===== src/rtl/i2c_swctl_pkg.sv =====
// Shared constants and engine state encoding for the switch-enable bus slave.
package i2c_swctl_pkg;

    localparam int          BYTE_W      = 8;
    localparam int          PREFIX_W    = 5;
    localparam logic [4:0]  ADDR_PREFIX = 5'b10010;
    localparam int          BITCNT_W    = $clog2(BYTE_W + 1);

    typedef enum logic [3:0] {
        ST_IDLE,
        ST_ADDR,
        ST_ADDR_ACK,
        ST_WR,
        ST_WR_ACK,
        ST_RD,
        ST_RD_MACK,
        ST_RD_NEXT,
        ST_WAIT
    } eng_state_t;

endpackage


===== src/rtl/i2c_swctl_filter.sv =====
// Synchronizes one bus line into the system clock domain and passes a new level
// only after it has been seen on STABLE_CYCLES consecutive clocks.
// Assumes the bus line idles at IDLE_LEVEL and that STABLE_CYCLES >= 1.
module i2c_swctl_filter #(
    parameter int   STABLE_CYCLES = 13,
    parameter logic IDLE_LEVEL    = 1'b1
) (
    input  logic clk,
    input  logic rst_n,
    input  logic line_in,
    output logic line_out
);

    localparam int CNT_W = $clog2(STABLE_CYCLES + 1);
    localparam logic [CNT_W-1:0] CNT_LAST = CNT_W'(STABLE_CYCLES - 1);

    logic [1:0]       sync_q;
    logic [CNT_W-1:0] run_cnt;
    logic             level_q;

    // Two-flop synchronizer against metastability on the raw line.
    always_ff @(posedge clk) begin
        if (!rst_n) sync_q <= {2{IDLE_LEVEL}};
        else        sync_q <= {sync_q[0], line_in};
    end

    // Count how long the synchronized level has differed; accept it once it has held long enough.
    always_ff @(posedge clk) begin
        if (!rst_n) begin
            run_cnt <= '0;
            level_q <= IDLE_LEVEL;
        end else if (sync_q[1] == level_q) begin
            run_cnt <= '0;
        end else if (run_cnt == CNT_LAST) begin
            run_cnt <= '0;
            level_q <= sync_q[1];
        end else begin
            run_cnt <= run_cnt + 1'b1;
        end
    end

    assign line_out = level_q;

endmodule


===== src/rtl/i2c_swctl_cond.sv =====
// Turns the filtered clock and data levels into single-cycle event strobes:
// clock rise, clock fall, START and STOP. Assumes both inputs are already
// synchronous and glitch-free.
module i2c_swctl_cond (
    input  logic clk,
    input  logic rst_n,
    input  logic scl_f,
    input  logic sda_f,
    output logic scl_rise,
    output logic scl_fall,
    output logic bus_start,
    output logic bus_stop
);

    logic scl_q;
    logic sda_q;

    // Keep the previous filtered levels for edge detection.
    always_ff @(posedge clk) begin
        if (!rst_n) begin
            scl_q <= 1'b1;
            sda_q <= 1'b1;
        end else begin
            scl_q <= scl_f;
            sda_q <= sda_f;
        end
    end

    // Decode edges; data transitions count as conditions only with the clock held high.
    always_comb begin
        scl_rise  = scl_f & ~scl_q;
        scl_fall  = ~scl_f & scl_q;
        bus_start = scl_f & scl_q & sda_q & ~sda_f;
        bus_stop  = scl_f & scl_q & ~sda_q & sda_f;
    end

endmodule


===== src/rtl/i2c_swctl_engine.sv =====
// Protocol engine and switch register. Samples data on filtered clock rises,
// changes its own drive on filtered clock falls, and decodes address, write and
// read phases. Assumes the event strobes are one clock wide.
module i2c_swctl_engine
    import i2c_swctl_pkg::*;
(
    input  logic              clk,
    input  logic              rst_n,
    input  logic              clr_n,
    input  logic              sda_f,
    input  logic              scl_rise,
    input  logic              scl_fall,
    input  logic              bus_start,
    input  logic              bus_stop,
    input  logic [1:0]        strap,
    output logic              sda_pull,
    output logic [BYTE_W-1:0] sw_reg
);

    localparam logic [BITCNT_W-1:0] LAST_BIT = BITCNT_W'(BYTE_W - 1);
    localparam logic [BITCNT_W-1:0] ALL_BITS = BITCNT_W'(BYTE_W);

    eng_state_t          state;
    logic [BITCNT_W-1:0] bitcnt;
    logic [BYTE_W-1:0]   rx_sh;
    logic [BYTE_W-1:0]   tx_sh;
    logic                is_read;
    logic [BYTE_W-1:0]   rx_byte;
    logic                addr_hit;

    // Byte completed by the current sample, and whether it names this target.
    always_comb begin
        rx_byte  = {rx_sh[BYTE_W-2:0], sda_f};
        addr_hit = (rx_sh[BYTE_W-2 -: PREFIX_W] == ADDR_PREFIX) && (rx_sh[1:0] == strap);
    end

    // Main bus sequencer: conditions first, then per-state clock-edge handling.
    always_ff @(posedge clk) begin
        if (!rst_n || !clr_n) begin
            state    <= ST_IDLE;
            bitcnt   <= '0;
            rx_sh    <= '0;
            tx_sh    <= '0;
            is_read  <= 1'b0;
            sda_pull <= 1'b0;
            sw_reg   <= '0;
        end else if (bus_start) begin
            state    <= ST_ADDR;
            bitcnt   <= '0;
            sda_pull <= 1'b0;
        end else if (bus_stop) begin
            state    <= ST_IDLE;
            sda_pull <= 1'b0;
        end else begin
            case (state)
                ST_ADDR: begin
                    if (scl_rise) begin
                        rx_sh <= rx_byte;
                        if (bitcnt == LAST_BIT) begin
                            bitcnt  <= '0;
                            is_read <= sda_f;
                            state   <= addr_hit ? ST_ADDR_ACK : ST_IDLE;
                        end else begin
                            bitcnt <= bitcnt + 1'b1;
                        end
                    end
                end
                ST_ADDR_ACK: begin
                    if (scl_fall) begin
                        if (!sda_pull) begin
                            sda_pull <= 1'b1;
                        end else if (is_read) begin
                            tx_sh    <= sw_reg;
                            sda_pull <= ~sw_reg[BYTE_W-1];
                            bitcnt   <= '0;
                            state    <= ST_RD;
                        end else begin
                            sda_pull <= 1'b0;
                            bitcnt   <= '0;
                            state    <= ST_WR;
                        end
                    end
                end
                ST_WR: begin
                    if (scl_rise) begin
                        rx_sh <= rx_byte;
                        if (bitcnt == LAST_BIT) begin
                            sw_reg <= rx_byte;
                            bitcnt <= '0;
                            state  <= ST_WR_ACK;
                        end else begin
                            bitcnt <= bitcnt + 1'b1;
                        end
                    end
                end
                ST_WR_ACK: begin
                    if (scl_fall) begin
                        if (!sda_pull) begin
                            sda_pull <= 1'b1;
                        end else begin
                            sda_pull <= 1'b0;
                            state    <= ST_WR;
                        end
                    end
                end
                ST_RD: begin
                    if (scl_rise) begin
                        bitcnt <= bitcnt + 1'b1;
                    end else if (scl_fall) begin
                        if (bitcnt == ALL_BITS) begin
                            sda_pull <= 1'b0;
                            state    <= ST_RD_MACK;
                        end else begin
                            tx_sh    <= {tx_sh[BYTE_W-2:0], 1'b0};
                            sda_pull <= ~tx_sh[BYTE_W-2];
                        end
                    end
                end
                ST_RD_MACK: begin
                    if (scl_rise) state <= sda_f ? ST_WAIT : ST_RD_NEXT;
                end
                ST_RD_NEXT: begin
                    if (scl_fall) begin
                        tx_sh    <= sw_reg;
                        sda_pull <= ~sw_reg[BYTE_W-1];
                        bitcnt   <= '0;
                        state    <= ST_RD;
                    end
                end
                default: begin
                    sda_pull <= 1'b0;
                end
            endcase
        end
    end

endmodule


===== src/rtl/i2c_swctl.sv =====
// Top of the two-wire switch-enable slave: one glitch filter per bus line,
// an event decoder and the protocol engine. Assumes sda_in is the wired bus
// level, which already includes this block's own pull-down.
module i2c_swctl
    import i2c_swctl_pkg::*;
#(
    parameter int STABLE_CYCLES = 13
) (
    input  logic              clk,
    input  logic              rst_n,
    input  logic              clr_n,
    input  logic              scl_in,
    input  logic              sda_in,
    input  logic              strap_a1,
    input  logic              strap_a0,
    output logic              sda_pull,
    output logic [BYTE_W-1:0] sw_en
);

    localparam int N_LINES = 2;

    logic [N_LINES-1:0] raw_lines;
    logic [N_LINES-1:0] filt_lines;
    logic               scl_f;
    logic               sda_f;
    logic               scl_rise;
    logic               scl_fall;
    logic               bus_start;
    logic               bus_stop;

    assign raw_lines = {sda_in, scl_in};

    // One identical filter per bus line.
    for (genvar li = 0; li < N_LINES; li++) begin : g_filt
        i2c_swctl_filter #(
            .STABLE_CYCLES(STABLE_CYCLES),
            .IDLE_LEVEL   (1'b1)
        ) u_filt (
            .clk     (clk),
            .rst_n   (rst_n),
            .line_in (raw_lines[li]),
            .line_out(filt_lines[li])
        );
    end

    assign scl_f = filt_lines[0];
    assign sda_f = filt_lines[1];

    i2c_swctl_cond u_cond (
        .clk      (clk),
        .rst_n    (rst_n),
        .scl_f    (scl_f),
        .sda_f    (sda_f),
        .scl_rise (scl_rise),
        .scl_fall (scl_fall),
        .bus_start(bus_start),
        .bus_stop (bus_stop)
    );

    i2c_swctl_engine u_eng (
        .clk      (clk),
        .rst_n    (rst_n),
        .clr_n    (clr_n),
        .sda_f    (sda_f),
        .scl_rise (scl_rise),
        .scl_fall (scl_fall),
        .bus_start(bus_start),
        .bus_stop (bus_stop),
        .strap    ({strap_a1, strap_a0}),
        .sda_pull (sda_pull),
        .sw_reg   (sw_en)
    );

endmodule


===== config.mk =====
export PLATFORM = sky130hd
export DESIGN_NAME = i2c_swctl
export DESIGN_NICKNAME = d
export VERILOG_FILES = /design/src/rtl/i2c_swctl_pkg.sv /design/src/rtl/i2c_swctl_filter.sv /design/src/rtl/i2c_swctl_cond.sv /design/src/rtl/i2c_swctl_engine.sv /design/src/rtl/i2c_swctl.sv
export SDC_FILE = /design/constraint.sdc
export NUM_CORES = 1
export LEC_CHECK = 0
export ABC_CLOCK_PERIOD_IN_PS = 2400
export BUFFER_PORTS_ARGS = -buffer_cell sky130_fd_sc_hd__buf_4
export CAP_MARGIN = 15
export CORE_ASPECT_RATIO = 1.1
export CORE_MARGIN = 2
export CORE_UTILIZATION = 25
export CTS_CLUSTER_DIAMETER = 50
export DETAILED_ROUTE_END_ITERATION = 10
export GPL_TIMING_DRIVEN = 0
export SLEW_MARGIN = 10
export SYNTH_ARGS = -nofsm -noshare
export SYNTH_HDL_FRONTEND = slang
export SYNTH_SLANG_ARGS = --single-unit

===== constraint.sdc =====
create_clock -name clk -period 2.4 [get_ports clk]
set_input_delay 0.48 -clock clk [delete_from_list [all_inputs] [get_ports clk]]
set_output_delay 0.48 -clock clk [all_outputs]
set_load 0.01 [all_outputs]

* After elaboration in Yosys (flattened, before gate mapping)
Cells that the tools add are included.
Word-level totals: bits in registers 48, bits of input ports 7, output and inout port bits 9, word-level logic and storage cells 151
Cells by class: multiplexer cells 44, eq/ne operators 45, reductions and logical operators 24, $add $sub $neg 3, bitwise logic cells 19
Operators by type and width (count):
- two-way mux 4 bit | 20
- two-way mux 7 bit | 7
- inequality test 4 bit (second input constant) | 8
- case mux 4 bit (7 select lines) | 1
- AND reduction 14 bit | 2
- case mux 7 bit (3 select lines) | 1
- == test 4 x 3 -> 1 bit (second input constant) | 5
- inequality test 2 bit (second input constant) | 10
- inequality test 4 x 3 -> 1 bit (second input constant) | 5
- case mux 4 bit (4 select lines) | 1
- inequality test 2 x 1 -> 1 bit (second input constant) | 7
- adder 4 x 1 -> 4 bit (second input constant) | 3
- == test 4 bit (second input constant) | 3
- NOT 1 bit | 12
- OR reduction 3 bit | 4
- two-way mux 1 bit | 11
- AND reduction 10 bit | 1
- AND reduction 5 bit | 2
- nonzero test 9 bit | 1
- == test 4 x 2 -> 1 bit (second input constant) | 2
- AND 1 bit | 7
- AND reduction 7 bit | 1
- nonzero test 7 bit | 1
- AND reduction 6 bit | 1
- 15 further kinds | 19

* Depth between registers and ports, before layout
word-level depth 8, mapped depth 9, gate-level depth less buffers 7

* Hierarchy
From an unflattened synthesis, not the netlist that was laid out.
Unflattened totals: cell total of the unflattened synthesis 262, area total of the unflattened synthesis 2443.6 um^2
Modules (own cells, without submodules):
- i2c_swctl_engine | area an instance 1830.5 um^2, seq. area each 640.6 um^2, cells each 202, times used 1
- i2c_swctl_filter | area an instance 264.0 um^2, seq. area each 140.1 um^2, cells each 26, times used 2
- i2c_swctl_cond | area an instance 85.1 um^2, seq. area each 40.0 um^2, cells each 8, times used 1

* Worst setup path before layout
OpenSTA, ideal clock, no wires.
kind reg2reg, start reg u_eng.bitcnt[0], end reg u_eng.tx_sh[0], period minus slack after synthesis 1.968 ns, cell stages (with the launch flop) 9, data arrival time 1.898 ns, data required time 2.329 ns, path slack 0.432 ns, buffers on the path 1, library setup time 0.071 ns, cells stage by stage dfxtp_1 -> inv_1 -> ha_1 -> or4bb_1 -> a21boi_0 -> or4b_1 -> buf_2 -> or3b_1 -> a21oi_1
Between the ends: cells in the longest elaborated chain, start to end 3
RTL lines:
- from (decl) | line i2c_swctl_engine.sv:24 | logic [BITCNT_W-1:0] bitcnt;
- from (signal assigned) | line i2c_swctl_engine.sv:64 | bitcnt <= bitcnt + 1'b1;
- from (signal assigned) | line i2c_swctl_engine.sv:92 | bitcnt <= bitcnt + 1'b1;
- from (signal assigned) | line i2c_swctl_engine.sv:108 | bitcnt <= bitcnt + 1'b1;
- == test 4 bit | line i2c_swctl_engine.sv:110 | if (bitcnt == ALL_BITS) begin
- inequality test 2 bit (no source line)
- AND reduction 10 bit (no source line)
- to (signal assigned) | line i2c_swctl_engine.sv:73 | tx_sh <= sw_reg;
- to (signal assigned) | line i2c_swctl_engine.sv:114 | tx_sh <= {tx_sh[BYTE_W-2:0], 1'b0};
- to (signal assigned) | line i2c_swctl_engine.sv:124 | tx_sh <= sw_reg;
- to (decl) | line i2c_swctl_engine.sv:26 | logic [BYTE_W-1:0] tx_sh;
No other way between the ends. A chain may end at the register's enable or synchronous reset.

* Worst setup path after layout
Same ends and word-level chain as after synthesis.

==> PnR_summary.wiki <==
{| class="wikitable"
! Metric !! Value
|-
| Total placed cells including tap cells || 390
|-
| Ratio of total power to cell area || 522.5 nW/um2
|-
| Cell at the root of the clock tree || clkbuf_8
|-
| DRC violations left || 0
|-
| Warnings, synthesis || 0
|-
| Hold bufs inserted after CTS || 0
|-
| Minimum clock period || 2.147 ns
|-
| Cell count of the worst reg-to-reg path || 8
|-
| Setup Total Neg Slack || 0 ns
|-
| Pre-Repair DR Iteration Count || 4
|-
| Sequential-to-total area share from yosys stat || 0.4068
|-
| Final hold viol count || 0
|-
| Cell types with the largest area share after synthesis || dfxtp_1, mux2i_1, nor2_1
|-
| Layout cells sized above 1 || 0.1388
|-
| Initial antenna violation count || 0
|-
| Max capacitance violation total || 0
|-
| Final count of negative-setup-slack endpoints || 0
|-
| Worst hold path stage count || 2
|-
| Number of top-level pins || 16
|-
| Global-route wire length before repair || 8.473 mm
|-
| Worst hold endpoint || g_filt[1].u_filt.sync_q[0]
|-
| Startpoint of the tightest hold check path || sda_in
|-
| Max-slew headroom || 0.6495
|-
| Seq cells post-synth || 48
|-
| RSZ-0062 raised after global routing || no
|-
| Beginning of the worst register-to-register path || u_eng.bitcnt[0]
|-
| CTS resizes || 0
|-
| Weighted congestion reported at the end of routability-driven placement || about 0.8
|-
| Arrival time at the worst endpoint || 2.39 ns
|-
| Kind of end point of the critical path || flop
|-
| Ratio of final minimum period to clock period || 0.8947
|-
| Layout Skew || 0.006573 ns
|-
| Maximum achievable frequency || 465.7 MHz
|-
| Site row count || 37
|-
| Pin count of the biggest net entering global routing || 16
|-
| Data required time at the worst endpoint || 2.64 ns
|-
| Antenna-violating nets left || 0
|-
| Global route total overflow || 0
|-
| Layout overhead on the synthesized area || 15.04%
|-
| Count of nets after finishing || 293
|-
| Number of enable flip-flop cells after synthesis || 0
|-
| Syn_area_per_cell || 9.086 um2
|-
| Number of buffers created by CTS || 5
|-
| Top cell type by total area after synthesis || dfxtp_1
|-
| TritonCTS clock tree || built
|-
| # H-tree levels || 2
|-
| Critical path startpoint category || flop
|-
| Slew @ Worst Pin || 0.5258 ns
|-
| Class of the most critical setup path || flop to flop
|-
| Via count || 1882
|-
| Synth Net Count || between 200 and 300
|-
| Ratio of routed vias to standard cells || roughly 4.7
|-
| Clock Path Buffers || 2
|-
| Wire length after detailed routing || 4.895 mm
|-
| Fin area || 2718 um2
|-
| Core Area || 9259 um2
|-
| GRT Overall Usage || 0.09889
|-
| Die Span Y || 106.0 um
|-
| Summed instance area of the synthesized netlist || 2362 um2
|-
| Class of the tightest hold or removal check || input port to flop
|-
| Number of distinct library cells after synthesis || 52
|-
| Clock Latency Late Sink || 0.30 ns
|-
| Full die area || around 10000 um2
|-
| Proportion of register bits with asynchronous set or reset after synthesis || 0
|-
| Final Max Slew Viols || 0
|-
| Critical path fanouts, max || 5
|-
| Post-synth top cells || dfxtp_1, nor2_1, mux2i_1, nand2_1, nand3_1
|-
| Area post-placement || approximately 2600 um2
|-
| Reg-to-reg critical path endpoint || u_eng.tx_sh[0]
|-
| Cell count after synthesis || 260
|-
| Number of non-filler instances in the completed layout || roughly 400
|-
| Top_reg_cell synth || dfxtp_1
|-
| Horizontal die dimension || ~97 um
|-
| Detailed router's first-iteration violation count || 64
|-
| Effective utilization at floorplan || 0.2551
|-
| Via count of the first global-routing pass || 1754
|-
| Cell with the most instances after synthesis || dfxtp_1
|-
| Reg-to-reg setup timing slack || 0.25 ns
|-
| Number of port buffers || 13
|-
| Static leakage power || 1.006 nW
|-
| Result of the run || finished clean
|-
| Antenna diodes || 0
|-
| Maximum VDD drop || approximately 0.32 mV
|-
| Sinks on the clock net || 48
|-
| Final HPWL DP || 3.607 mm
|-
| Average wire per standard cell || 12.30 um
|-
| Clock-pin slew on the worst setup and hold paths || 0.09 ns
|-
| Setup fix buffers added after clock tree synthesis || 0
|-
| Area share of the leading cell type in the synthesized netlist || 0.4068
|}
[per-layer routing]
layer  routed length [um]  track usage  vias to the layer above
li1                     -            -                      960
met1                 2366       0.1278                      888
met2                 2289       0.1612                       23
met3                  138      0.01972                       11
met4                  102      0.04125                        0
met5                    0            0                        -
[cells in the final DEF (no fill, tap or decap), types with 5 or more instances in the layout]
cell	n
o31ai_1	7
xor2_1	7
buf_4	15
nand3_1	11
clkbuf_8	5
mux2i_1	25
ha_1	6
a21oi_1	10
nand4_1	8
inv_1	10
nand2_1	13
nor2b_1	7
dfxtp_1	48
clkbuf_1	7
o21ai_0	5
nor2_1	27
buf_2	7
nand2b_1	10
[worst max-delay path, stage by stage (launching register included)]
cell and delay (ns):
dfxtp_1 0.40, inv_1 0.06, ha_1 0.20, or4bb_1 0.18
a21boi_0 0.07, or4b_1 0.53, buf_2 0.17, or3b_1 0.34
a21oi_1 0.14
[worst max-delay path by stage]
stage | depth (start not counted) | slack [ns] | startpoint | to
floorplan | 8 | 0.43 | u_eng.bitcnt[0] | u_eng.tx_sh[0]
global placement | 8 | 0.26 | u_eng.bitcnt[0] | u_eng.tx_sh[0]
detailed placement | 8 | 0.26 | u_eng.bitcnt[0] | u_eng.tx_sh[0]
CTS | 8 | 0.23 | u_eng.bitcnt[0] | u_eng.tx_sh[0]
global route | 7 | 0.11 | u_eng.state[0] | u_eng.sw_reg[7]
finish | 8 | 0.25 | u_eng.bitcnt[0] | u_eng.tx_sh[0]
[power by group]
part	internal, mW	switching [mW]
sequential	0.800	0.00220
clock	0.309	0.277
combinational	0.0110	0.0216
total	1.12	0.301
[cell families (layout without fill, tap and decap cells)]
logic type / count (synthesis) / in the layout / share of synthesized area
adders and majority gates: 6 / 6 / 0.03178
buffers and inverters: 28 / 49 / 0.05137
AOI/OAI and AO/OA: 40 / 40 / 0.1213
xor gates and xnor gates: 11 / 11 / 0.04078
and+or+nand+nor: 102 / 102 / 0.2421
DFF: 48 / 48 / 0.4068
muxes: 25 / 25 / 0.1059
[stage by stage]
step,hold WS [ns],utilization,total power [mW],setup WS (ns)
final,0.3566,0.2935,1.420,0.2528
after global routing,0.3661,0.2935,1.469,0.1081
after CTS,0.3468,0.2935,1.435,0.2343
after detailed placement,0.3967,0.2815,0.8536,0.2578
after global placement,0.3897,0.2815,0.8532,0.2606
after floorplan,0.3863,-,0.8401,0.4317
[final cells by class]
class,instances,area (um2)
tap,117,146.4
buffer,17,80.08
multi-input combinational,184,1280
fill,990,6541
clock buffer,5,68.82
clock inverter,3,42.54
timing repair buffer,13,97.59
sequential,48,960.9
inverter,11,41.29
Note: power is estimated with default switching activity, not from simulation.
